**src/rtl/mix_pkg.sv**
```systemverilog
package mix_pkg;

  // Source of the multiplier operand
  typedef enum logic {
    SRC_EXT = 1'b0,
    SRC_ROM = 1'b1
  } mix_src_e;

  // Number of entries in the quarter-rate sinusoid table
  localparam int unsigned QTR_ENTRIES = 4;
  localparam int unsigned QTR_IDX_W   = $clog2(QTR_ENTRIES);

  typedef logic [QTR_IDX_W-1:0] qtr_idx_t;

endpackage

```
**src/rtl/mix_serial_load.sv**
```systemverilog
// Two-wire factor loader: shift while frame high, commit on frame fall,
// table request on a quiet frame with the data wire high.
module mix_serial_load #(
  parameter int unsigned MIX_W = 24
) (
  input  logic             clk,
  input  logic             rst,
  input  logic             mix_sd,
  input  logic             mix_frame,
  output logic             load_pulse,
  output logic [MIX_W-1:0] load_word,
  output logic             rom_req
);

  logic [MIX_W-1:0] shreg;
  logic             frame_q;

  // Shift register, MSB arrives first so it ends at the top
  always_ff @(posedge clk) begin
    if (rst) begin
      shreg <= '0;
    end else if (mix_frame) begin
      shreg <= {shreg[MIX_W-2:0], mix_sd};
    end
  end

  // Previous frame level for edge detection
  always_ff @(posedge clk) begin
    if (rst) begin
      frame_q <= 1'b0;
    end else begin
      frame_q <= mix_frame;
    end
  end

  // Commit strobe on the first low clock after a high frame
  assign load_pulse = frame_q && !mix_frame;
  assign load_word  = shreg;

  // Table request: frame low for two clocks with the data wire high
  assign rom_req = !frame_q && !mix_frame && mix_sd;

endmodule

```
**src/rtl/mix_quarter_rom.sv**
```systemverilog
// Quarter-sample-rate sinusoid: 0, +max, 0, -max.
module mix_quarter_rom #(
  parameter int unsigned MIX_W = 24
) (
  input  logic             clk,
  input  logic             rst,
  input  logic             restart,
  input  logic             advance,
  output logic [MIX_W-1:0] value
);

  import mix_pkg::*;

  localparam logic [MIX_W-1:0] POS_ONE = {1'b0, {(MIX_W-1){1'b1}}};
  localparam logic [MIX_W-1:0] NEG_ONE = ~POS_ONE + MIX_W'(1);

  logic [MIX_W-1:0] tbl [QTR_ENTRIES];
  qtr_idx_t         phase;

  // Table contents computed per entry
  for (genvar g = 0; g < QTR_ENTRIES; g++) begin : g_tbl
    if (g % 2 == 0) begin : g_zero
      assign tbl[g] = '0;
    end else if (g == 1) begin : g_pos
      assign tbl[g] = POS_ONE;
    end else begin : g_neg
      assign tbl[g] = NEG_ONE;
    end
  end

  // Phase counter: restart wins over advance
  always_ff @(posedge clk) begin
    if (rst || restart) begin
      phase <= '0;
    end else if (advance) begin
      phase <= phase + qtr_idx_t'(1);
    end
  end

  assign value = tbl[phase];

endmodule

```
**src/rtl/mix_src_sel.sv**
```systemverilog
// Holds the source mode and the external factor register.
module mix_src_sel #(
  parameter int unsigned MIX_W = 24
) (
  input  logic             clk,
  input  logic             rst,
  input  logic             load_pulse,
  input  logic [MIX_W-1:0] load_word,
  input  logic             rom_req,
  output mix_pkg::mix_src_e src_mode,
  output logic [MIX_W-1:0] ext_factor,
  output logic             rom_enter
);

  import mix_pkg::*;

  // A completed load always has priority over a table request
  assign rom_enter = rom_req && !load_pulse && (src_mode == SRC_EXT);

  always_ff @(posedge clk) begin
    if (rst) begin
      src_mode <= SRC_EXT;
    end else if (load_pulse) begin
      src_mode <= SRC_EXT;
    end else if (rom_req) begin
      src_mode <= SRC_ROM;
    end
  end

  always_ff @(posedge clk) begin
    if (rst) begin
      ext_factor <= '0;
    end else if (load_pulse) begin
      ext_factor <= load_word;
    end
  end

endmodule

```
**src/rtl/mix_mult_stage.sv**
```systemverilog
// Signed multiply, round half up, clip, one register stage.
module mix_mult_stage #(
  parameter int unsigned DATA_W = 24,
  parameter int unsigned MIX_W  = 24
) (
  input  logic              clk,
  input  logic              rst,
  input  logic              in_valid,
  input  logic [DATA_W-1:0] in_data,
  input  logic [MIX_W-1:0]  factor,
  output logic              out_valid,
  output logic [DATA_W-1:0] out_data
);

  localparam int unsigned PROD_W = DATA_W + MIX_W;
  localparam int unsigned FRAC_W = MIX_W - 1;

  localparam logic signed [PROD_W-1:0] RND_ADD =
    PROD_W'(1) <<< (FRAC_W - 1);
  localparam logic signed [PROD_W-1:0] OUT_MAX =
    (PROD_W'(1) <<< (DATA_W - 1)) - PROD_W'(1);
  localparam logic signed [PROD_W-1:0] OUT_MIN = -(PROD_W'(1) <<< (DATA_W - 1));

  logic signed [PROD_W-1:0] prod;
  logic signed [PROD_W-1:0] rounded;
  logic signed [PROD_W-1:0] scaled;
  logic        [DATA_W-1:0] clipped;

  always_comb begin
    prod    = PROD_W'(signed'(in_data)) * PROD_W'(signed'(factor));
    rounded = prod + RND_ADD;
    scaled  = rounded >>> FRAC_W;
    if (scaled > OUT_MAX) begin
      clipped = {1'b0, {(DATA_W-1){1'b1}}};
    end else if (scaled < OUT_MIN) begin
      clipped = {1'b1, {(DATA_W-1){1'b0}}};
    end else begin
      clipped = scaled[DATA_W-1:0];
    end
  end

  always_ff @(posedge clk) begin
    if (rst) begin
      out_valid <= 1'b0;
    end else begin
      out_valid <= in_valid;
    end
  end

  // Output holds between samples
  always_ff @(posedge clk) begin
    if (rst) begin
      out_data <= '0;
    end else if (in_valid) begin
      out_data <= clipped;
    end
  end

endmodule

```
**src/rtl/tune_mixer.sv**
```systemverilog
// Top: sample times selectable mix factor.
module tune_mixer #(
  parameter int unsigned DATA_W = 24,
  parameter int unsigned MIX_W  = 24
) (
  input  logic              clk,
  input  logic              rst,
  input  logic              smp_valid,
  input  logic [DATA_W-1:0] smp_data,
  input  logic              mix_sd,
  input  logic              mix_frame,
  output logic              out_valid,
  output logic [DATA_W-1:0] out_data
);

  import mix_pkg::*;

  logic             load_pulse;
  logic [MIX_W-1:0] load_word;
  logic             rom_req;
  mix_src_e         src_mode;
  logic [MIX_W-1:0] ext_factor;
  logic             rom_enter;
  logic [MIX_W-1:0] rom_value;
  logic             rom_active;
  logic [MIX_W-1:0] eff_factor;

  assign rom_active = (src_mode == SRC_ROM);

  mix_serial_load #(.MIX_W(MIX_W)) u_load (
    .clk        (clk),
    .rst        (rst),
    .mix_sd     (mix_sd),
    .mix_frame  (mix_frame),
    .load_pulse (load_pulse),
    .load_word  (load_word),
    .rom_req    (rom_req)
  );

  mix_src_sel #(.MIX_W(MIX_W)) u_sel (
    .clk        (clk),
    .rst        (rst),
    .load_pulse (load_pulse),
    .load_word  (load_word),
    .rom_req    (rom_req),
    .src_mode   (src_mode),
    .ext_factor (ext_factor),
    .rom_enter  (rom_enter)
  );

  mix_quarter_rom #(.MIX_W(MIX_W)) u_rom (
    .clk     (clk),
    .rst     (rst),
    .restart (rom_enter),
    .advance (smp_valid && rom_active),
    .value   (rom_value)
  );

  assign eff_factor = rom_active ? rom_value : ext_factor;

  mix_mult_stage #(.DATA_W(DATA_W), .MIX_W(MIX_W)) u_mult (
    .clk       (clk),
    .rst       (rst),
    .in_valid  (smp_valid),
    .in_data   (smp_data),
    .factor    (eff_factor),
    .out_valid (out_valid),
    .out_data  (out_data)
  );

endmodule

```
**config.mk**
```make
export PLATFORM = sky130hd
export DESIGN_NAME = tune_mixer
export DESIGN_NICKNAME = d
export VERILOG_FILES = /design/src/rtl/mix_pkg.sv /design/src/rtl/mix_serial_load.sv /design/src/rtl/mix_quarter_rom.sv /design/src/rtl/mix_src_sel.sv /design/src/rtl/mix_mult_stage.sv /design/src/rtl/tune_mixer.sv
export SDC_FILE = /design/constraint.sdc
export NUM_CORES = 2
export LEC_CHECK = 0
export BUFFER_PORTS_ARGS = -buffer_cell sky130_fd_sc_hd__buf_2
export CAP_MARGIN = 40
export CORE_MARGIN = 2
export CORE_UTILIZATION = 60
export DETAILED_ROUTE_END_ITERATION = 8
export GPL_TIMING_DRIVEN = 0
export PLACE_DENSITY = 0.77
export REMOVE_ABC_BUFFERS = 1
export SLEW_MARGIN = 10
export SYNTH_ARGS = -nofsm -noshare
export SYNTH_HDL_FRONTEND = slang
export SYNTH_HIERARCHICAL = 1
export SYNTH_SLANG_ARGS = --single-unit
```
**constraint.sdc**
```tcl
create_clock -name clk -period 15.9 [get_ports clk]
set_input_delay 0.795 -clock clk [delete_from_list [all_inputs] [get_ports clk]]
set_output_delay 0.795 -clock clk [all_outputs]
set_load 0.05 [all_outputs]
```
; ---- Yosys cells after proc, flatten, opt, wreduce, memory -nomap -nowiden
; Index checks and enable logic that the tools add are counted.
[op_classes]
addsub = 2
n_mul = 1
order_cmp = 3
n_mux = 6
bitwise = 2
reduce_logical = 11
[op_table]
columns = operator, count
row1 = 24-bit 2-to-1 mux, 5
row2 = 48-bit by 24-bit adder with 48-bit output (second input constant), 1
row3 = 24-bit binary-select mux with 2-bit select, 1
row4 = 24-bit by 24-bit multiplier with 48-bit output, 1
row5 = 25-bit by 24-bit > comparator with 1-bit output (second input constant), 1
row6 = 25-bit by 24-bit less-than comparator with 1-bit output (second input constant), 1
row7 = 1-bit logical AND, 6
row8 = 3-bit greater-or-equal comparator (second input constant), 1
row9 = 1-bit logical NOT, 3
row10 = 2-bit NOT with 3-bit output, 1
row11 = 2-bit by 1-bit adder with 2-bit output (second input constant), 1
row12 = 2-bit OR reduction, 1
row13 = 1-bit logical OR, 1
row14 = 1-bit NOT, 1
[word_totals]
ff_bits = 77
in_bits = 29
out_inout_bits = 25
wordCells = 32

; ---- Logic depth before layout (Yosys ltp)
[depth]
ltp_word = 10
depth_mapped = 32
mapped_depth_nobuf = 29

; ---- Cells and area by module
; The synthesis kept the hierarchy.
[modules_own_cells]
columns = mod, n_inst, cells_each, area_per_inst_um2, seq_area_each_um2
row1 = mix_mult_stage, 1, 2382, 21944.8, 500.5
row2 = mix_serial_load, 1, 82, 915.9, 500.5
row3 = mix_src_sel, 1, 82, 912.1, 500.5
row4 = tune_mixer, 1, 28, 399.1, 0.0
row5 = mix_quarter_rom, 1, 31, 271.5, 40.0

; ---- Worst setup path after synthesis
; No wires, ideal clock.
[synth_path]
path_type = register to register
startpoint = register u_rom.phase[0]
endpoint = register u_mult.out_data[11]
setup_time_ns = 0.080
arrival_ns = 8.409
required_time_ns = 15.820
path_slack_ns = 7.411
path_stages_with_launch = 25
n_path_buf = 3
synth_period_minus_slack_ns = 8.489
cell_sequence = dfxtp_1 ha_1 buf_4 mux2_2 clkbuf_1 and2_1 fa_1 fa_1 inv_1 fa_1 inv_1 fa_1 fa_1 fa_1 fa_1 ha_1 and3_1 nand4_1 or4_1 o21a_4 o2111a_1 xor2_1 buf_6 maj3_2 a211oi_2
[synth_via]
elab_chain_len = 10
elab_cells_between_ends = 11
classes_between = 1 x add/sub / 1 x mul / 2 x order compare / 6 x mux / 1 x bitwise
[synth_lines]
columns = element, line_no
row1 = "start, declared", mix_quarter_rom.sv:18  ; qtr_idx_t phase;
row2 = "start signal, assigned", mix_quarter_rom.sv:36  ; phase <= phase + qtr_idx_t'(1);
row3 = 2-bit NOT with 3-bit output (not written as such) (*), mix_quarter_rom.sv:40  ; assign value = tbl[phase];
row4 = 24-bit binary-select mux with 2-bit select (*), mix_quarter_rom.sv:40
row5 = 24-bit 2-to-1 mux (not written as such) (*) (2 in series), mix_quarter_rom.sv:40
row6 = via rom_value[1], tune_mixer.sv:24  ; logic [MIX_W-1:0] rom_value;
row7 = 24-bit 2-to-1 mux (*), tune_mixer.sv:59  ; assign eff_factor = rom_active ? rom_value : ext_factor;
row8 = 24-bit by 24-bit multiplier with 48-bit output (*), mix_mult_stage.sv:30  ; prod = PROD_W'(signed'(in_data)) * PROD_W'(signed'(factor));
row9 = 48-bit by 24-bit adder with 48-bit output (*), mix_mult_stage.sv:31  ; rounded = prod + RND_ADD;
row10 = 25-bit by 24-bit less-than comparator with 1-bit output, mix_mult_stage.sv:35  ; end else if (scaled < OUT_MIN) begin
row11 = 24-bit 2-to-1 mux, mix_mult_stage.sv:35
row12 = 24-bit 2-to-1 mux (*), mix_mult_stage.sv:33  ; if (scaled > OUT_MAX) begin
row13 = "end signal, assigned", mix_mult_stage.sv:55  ; out_data <= clipped;
row14 = "end, declared", mix_mult_stage.sv:12  ; output logic [DATA_W-1:0] out_data
; Mark *: on every way through the listed nets, which the timed path passes. The rest lies on a longest branch. The select of a mux whose other input is x is not followed.
; A chain may end at the register's enable or synchronous reset.

; ---- Final worst setup path
[layout_path]
startpoint = register u_rom.phase[0]
endpoint = register u_mult.out_data[19]
[layout_via]
elab_chain_len = 10
elab_cells_between_ends = 11
classes_between = 1 x add/sub / 1 x mul / 2 x order compare / 6 x mux / 1 x bitwise
[layout_lines]
columns = element, line_no
row1 = 2-bit NOT with 3-bit output (not written as such) (*), mix_quarter_rom.sv:40
row2 = 24-bit binary-select mux with 2-bit select (*), mix_quarter_rom.sv:40
row3 = 24-bit 2-to-1 mux (not written as such) (*) (2 in series), mix_quarter_rom.sv:40
row4 = via rom_value[1], tune_mixer.sv:24
row5 = 24-bit 2-to-1 mux (*), tune_mixer.sv:59
row6 = via eff_factor[1], tune_mixer.sv:26  ; logic [MIX_W-1:0] eff_factor;
row7 = 24-bit by 24-bit multiplier with 48-bit output (*), mix_mult_stage.sv:30
row8 = 48-bit by 24-bit adder with 48-bit output (*), mix_mult_stage.sv:31
row9 = 25-bit by 24-bit less-than comparator with 1-bit output, mix_mult_stage.sv:35
row10 = 24-bit 2-to-1 mux, mix_mult_stage.sv:35
row11 = 24-bit 2-to-1 mux (*), mix_mult_stage.sv:33
; Marks and branches as above.

==> flow_results.org <==
** Hold path
- Worst Hold Class :: register to register

** Die
- The die covers 0.0424 sq mm.
- Chip Height :: 206 microns
- Die boundary width :: 206 microns
- Row generation in the floorplan step produced 73 rows.
- For this configuration, the core starts out at a cell density of 61.1%.
- Number of primary I/O pins :: 54
- The core region is 0.0400 sq mm.

** Route
- Detailed router's first-iteration violation count :: 1218
- Overall routed net length :: 59800 microns
- The first detailed-routing pass ran for 6 iterations.
- After detailed routing, the number of remaining DRC violations is 0.
- Top layer in use :: met4
- Across all layers, the routed design uses 17300 vias.
- Met3 wire length :: 3730 microns
- The detail route stage leaves a number of antenna-violating nets equal to 0.
- Dividing the detail-routed via count by the number of cells gives 5.66.
- WL met2 :: 30300 microns
- DRT met1 WL :: 22500 microns
- Average wire per standard cell :: 19.6 microns

** Power
- Leak Pwr :: 0.0129 uW
- Logic pwr share :: 35.3%
- Net switching is 40.7% of the power.
- Power density normalized to cell area :: 25.9 mW/mm^2
- Across the VDD grid, the largest voltage drop is 0.0462 mV.
- Cell internal power was estimated by the tool at 384 uW.
- Switching power total :: 264 uW
- Sequential power share :: 31.5%
- Relative contribution of the clock network to total power :: 33.2%

** Synth
- Post-Synthesis Cells :: 2605
- The synthesized netlist contains 66 unique library cells.
- For this run, the leading register cell type out of synthesis is sky130_fd_sc_hd__dfxtp_1.
- For this run, the number of Yosys warnings is 6.
- Fraction of registers with async set or reset after synthesis :: 0%
- Number of synthesized flops with an enable pin :: 0
- In this run the cell area of the synthesized design comes to 0.0244 sq mm.
- A synthesized cell averages 9.38 sq um.
- After synthesis, flip-flops and latches occupy 6.31% of the total area.
- Flip-flop and latch count after synthesis :: 77

** Timing
- Setup repair after global routing left no endpoint under its margin.
- Clock tree skew after final layout :: 0.0173 ns
- Static timing analysis puts the maximum clock frequency at 99.2 MHz.
- Setup total negative slack on the finished layout was measured at 0 ns.
- Slew headroom :: 38.4%
- Final slew viol count :: 0
- The final count of hold timing violations came to 0.
- Setup violations remaining at the end of the flow were counted as 0.
- After layout, the worst path uses 63.4% of the clock period.
- The clock period could shrink to 10.08 ns.
- At the pin with the least slew margin, the transition time is 0.920 ns.

** GRT
- Initial antenna violation count :: 1
- First-pass GRT wire length :: 97100 microns
- Entering global routing, the biggest net connects 72 pins.
- The total overflow left after global routing is 0.
- Via count of the first global-routing pass :: 19100
- For this run, the total global-route usage over all layers was measured as 29.9%.

** Critical path
- The worst setup path is captured at a register.
- Of all nets on the critical path, the largest fanout is 23.
- At the worst endpoint, the required time is 16.18 ns.
- Data arrives at the worst endpoint at 10.36 ns.
- Startpoint type of the worst setup path :: register
- In this run the register-to-register setup slack is 5.82 ns.
- The worst setup path is of the register to register kind.

** Place
- Port-buffer cells :: 53
- HPWL after detailed placement :: 44500 microns
- Final RePlAce weighted congestion :: 0.894
- Cell count after placement :: 3040

** Finish
- Area growth from synthesis to final layout :: 2.17%
- Total number of nets in the final design :: 3292
- Once layout is complete, the cells apart from fillers number 3056.
- Most common cell after layout, fill and taps aside :: sky130_fd_sc_hd__fa_1
- Once layout is complete, the utilization of the core stands at 62.4%.
- The library cells used most frequently in the layout, excluding fill and tap cells, are sky130_fd_sc_hd__fa_1 (607), sky130_fd_sc_hd__inv_1 (603), sky130_fd_sc_hd__nand2_1 (319), sky130_fd_sc_hd__and2_1 (265), sky130_fd_sc_hd__ha_1 (130).
- Proportion of layout cells with a drive suffix above 1 :: 5.14%
- Counting the fill cells in the layout gives 3261.
- 0 antenna diodes ended up in the layout.

** Clock tree
- No sink is reached through more buffers than the 2 on the longest clock path.
- For this design, the CTS-stage hold fixing added 0 buffers.
- Clock tree from TritonCTS :: done
- Clock latency on the worst-skew pair, taken at its later pin, is 0.39 ns.
- Number of buffers inserted by post-CTS setup repair :: 0
- After clock tree synthesis, the clock-pin slew on the worst setup and hold paths is 0.07 ns.
- Post-cts sizing count :: 0
- Clock Root Buffer :: sky130_fd_sc_hd__clkbuf_16
- For this design, the sink count on the clock tree is 77.
- Num CTS Buffers :: 9
- H-tree depth :: 3

** Run
- Reported max-cap violation count :: 0

** Run status
- Status :: finished, final reports clean
## power groups by stage
stage	sequential [uW]	combinational (uW)	clock, uW
final	204	229	215
after global routing	205	248	226
after detailed placement	209	225	0
after floorplan	227	120	0
after global placement	208	216	0
after CTS	204	227	219
## routing by layer
metal	track usage (%)	vias to the layer above
li1	-	7440
met1	36.2	8939
met2	51.7	743
met3	4.37	190
met4	16.1	0
met5	0	-
## logic make-up after synthesis
kind of cell             count (synthesis)  synth area share [%]
AO/OA/AOI/OAI                          159                  4.48
AND/OR/NAND/NOR                        755                  15.0
flip-flops                              77                  6.31
multiplexers                            73                  3.40
buffers and inverters                  752                  12.4
XOR/XNOR                                42                  1.50
adder cells (fa/ha/maj)                747                  56.8
## synth_stat cells, types with 4 or more instances
cell | count | area share [%]
sky130_fd_sc_hd__dfxtp_1 | 77 | 6.3
sky130_fd_sc_hd__clkbuf_1 | 107 | 1.6
sky130_fd_sc_hd__a211oi_1 | 18 | 0.55
sky130_fd_sc_hd__nand2_1 | 319 | 4.9
sky130_fd_sc_hd__mux2i_1 | 49 | 2.0
sky130_fd_sc_hd__mux2_2 | 5 | 0.23
sky130_fd_sc_hd__xor2_1 | 4 | 0.14
sky130_fd_sc_hd__xnor2_1 | 38 | 1.4
sky130_fd_sc_hd__mux2_4 | 19 | 1.2
sky130_fd_sc_hd__buf_12 | 6 | 0.49
sky130_fd_sc_hd__ha_1 | 130 | 6.7
sky130_fd_sc_hd__buf_2 | 5 | 0.10
sky130_fd_sc_hd__or3_1 | 4 | 0.10
sky130_fd_sc_hd__buf_6 | 4 | 0.18
sky130_fd_sc_hd__and2_1 | 265 | 6.8
sky130_fd_sc_hd__o211ai_1 | 8 | 0.25
sky130_fd_sc_hd__inv_1 | 603 | 9.3
sky130_fd_sc_hd__buf_4 | 22 | 0.68
sky130_fd_sc_hd__nor2_1 | 109 | 1.7
sky130_fd_sc_hd__nor2b_1 | 4 | 0.10
sky130_fd_sc_hd__nand2b_1 | 11 | 0.28
sky130_fd_sc_hd__nand4_1 | 11 | 0.28
sky130_fd_sc_hd__and3_1 | 4 | 0.10
sky130_fd_sc_hd__a21oi_1 | 39 | 0.80
sky130_fd_sc_hd__a21o_1 | 14 | 0.43
sky130_fd_sc_hd__o21bai_1 | 5 | 0.15
sky130_fd_sc_hd__o21ai_0 | 38 | 0.78
sky130_fd_sc_hd__fa_1 | 607 | 50
sky130_fd_sc_hd__nand3_1 | 7 | 0.14
sky130_fd_sc_hd__maj3_2 | 9 | 0.41
sky130_fd_sc_hd__a211oi_2 | 9 | 0.46
## layout make-up
| type | instances | area, sq um | area share [%] |
|---|---|---|---|
| Timing Repair Buffer | 58 | 338 | 1.35 |
| Inverter | 604 | 2270 | 9.08 |
| Clock buffer | 9 | 225 | 0.902 |
| Tap cell | 525 | 657 | 2.63 |
| Multi-Input combinational cell | 1776 | 19900 | 79.6 |
| Clock inverter | 7 | 67.6 | 0.271 |
| Sequential cell | 77 | 1540 | 6.18 |
## sequential cells by signal, indices dropped and copies added, names as in the netlist
register          count
u_rom/phase           2
u_sel/ext_factor     24
u_sel/src_mode        1
u_load/load_word     24
u_mult/out_valid      1
u_mult/out_data      24
u_load/frame_q        1
## worst max-delay path: stages (launching register included)
cell and delay (ns):
sky130_fd_sc_hd__dfxtp_1 0.40, sky130_fd_sc_hd__ha_1 0.74, sky130_fd_sc_hd__mux2_2 0.70, sky130_fd_sc_hd__and2_1 0.27
sky130_fd_sc_hd__fa_1 0.62, sky130_fd_sc_hd__fa_1 0.76, sky130_fd_sc_hd__inv_1 0.23, sky130_fd_sc_hd__fa_1 0.87
sky130_fd_sc_hd__inv_1 0.31, sky130_fd_sc_hd__fa_1 0.56, sky130_fd_sc_hd__fa_1 0.58, sky130_fd_sc_hd__fa_1 0.43
sky130_fd_sc_hd__fa_1 0.45, sky130_fd_sc_hd__ha_1 0.37, sky130_fd_sc_hd__a21o_1 0.18, sky130_fd_sc_hd__a21oi_1 0.14
sky130_fd_sc_hd__o21ai_0 0.13, sky130_fd_sc_hd__or4_1 0.45, sky130_fd_sc_hd__o2111ai_1 0.17, sky130_fd_sc_hd__nor2b_1 0.25
sky130_fd_sc_hd__o21ai_4 0.12, sky130_fd_sc_hd__xnor2_2 0.72, sky130_fd_sc_hd__o21ai_0 0.21, sky130_fd_sc_hd__a311oi_1 0.30
## metrics by stage
stage | worst slack [ns] | power, uW | area (sq um) | hold slack [ns]
2_1_floorplan | 6.78 | 348 | 23700 | 0.456
3_3_place_gp | 5.36 | 425 | 24600 | 0.448
3_5_place_dp | 5.93 | 434 | 24700 | 0.444
4_1_cts | 5.88 | 650 | 25000 | 0.462
5_1_grt | 5.27 | 679 | 25000 | 0.494
6_report | 5.82 | 648 | 25000 | 0.456
## path summary, 6_finish.rpt
path	start	cells past startpoint	end
setup / recovery	u_rom/phase[0]	23	u_mult/out_data[19]
hold / removal	u_mult/out_data[21]	2	u_mult/out_data[21]
setup reg to reg	u_rom/phase[0]	23	u_mult/out_data[19]
hold reg to reg	u_mult/out_data[21]	2	u_mult/out_data[21]
No activity file was read; power rests on OpenSTA's default activity.
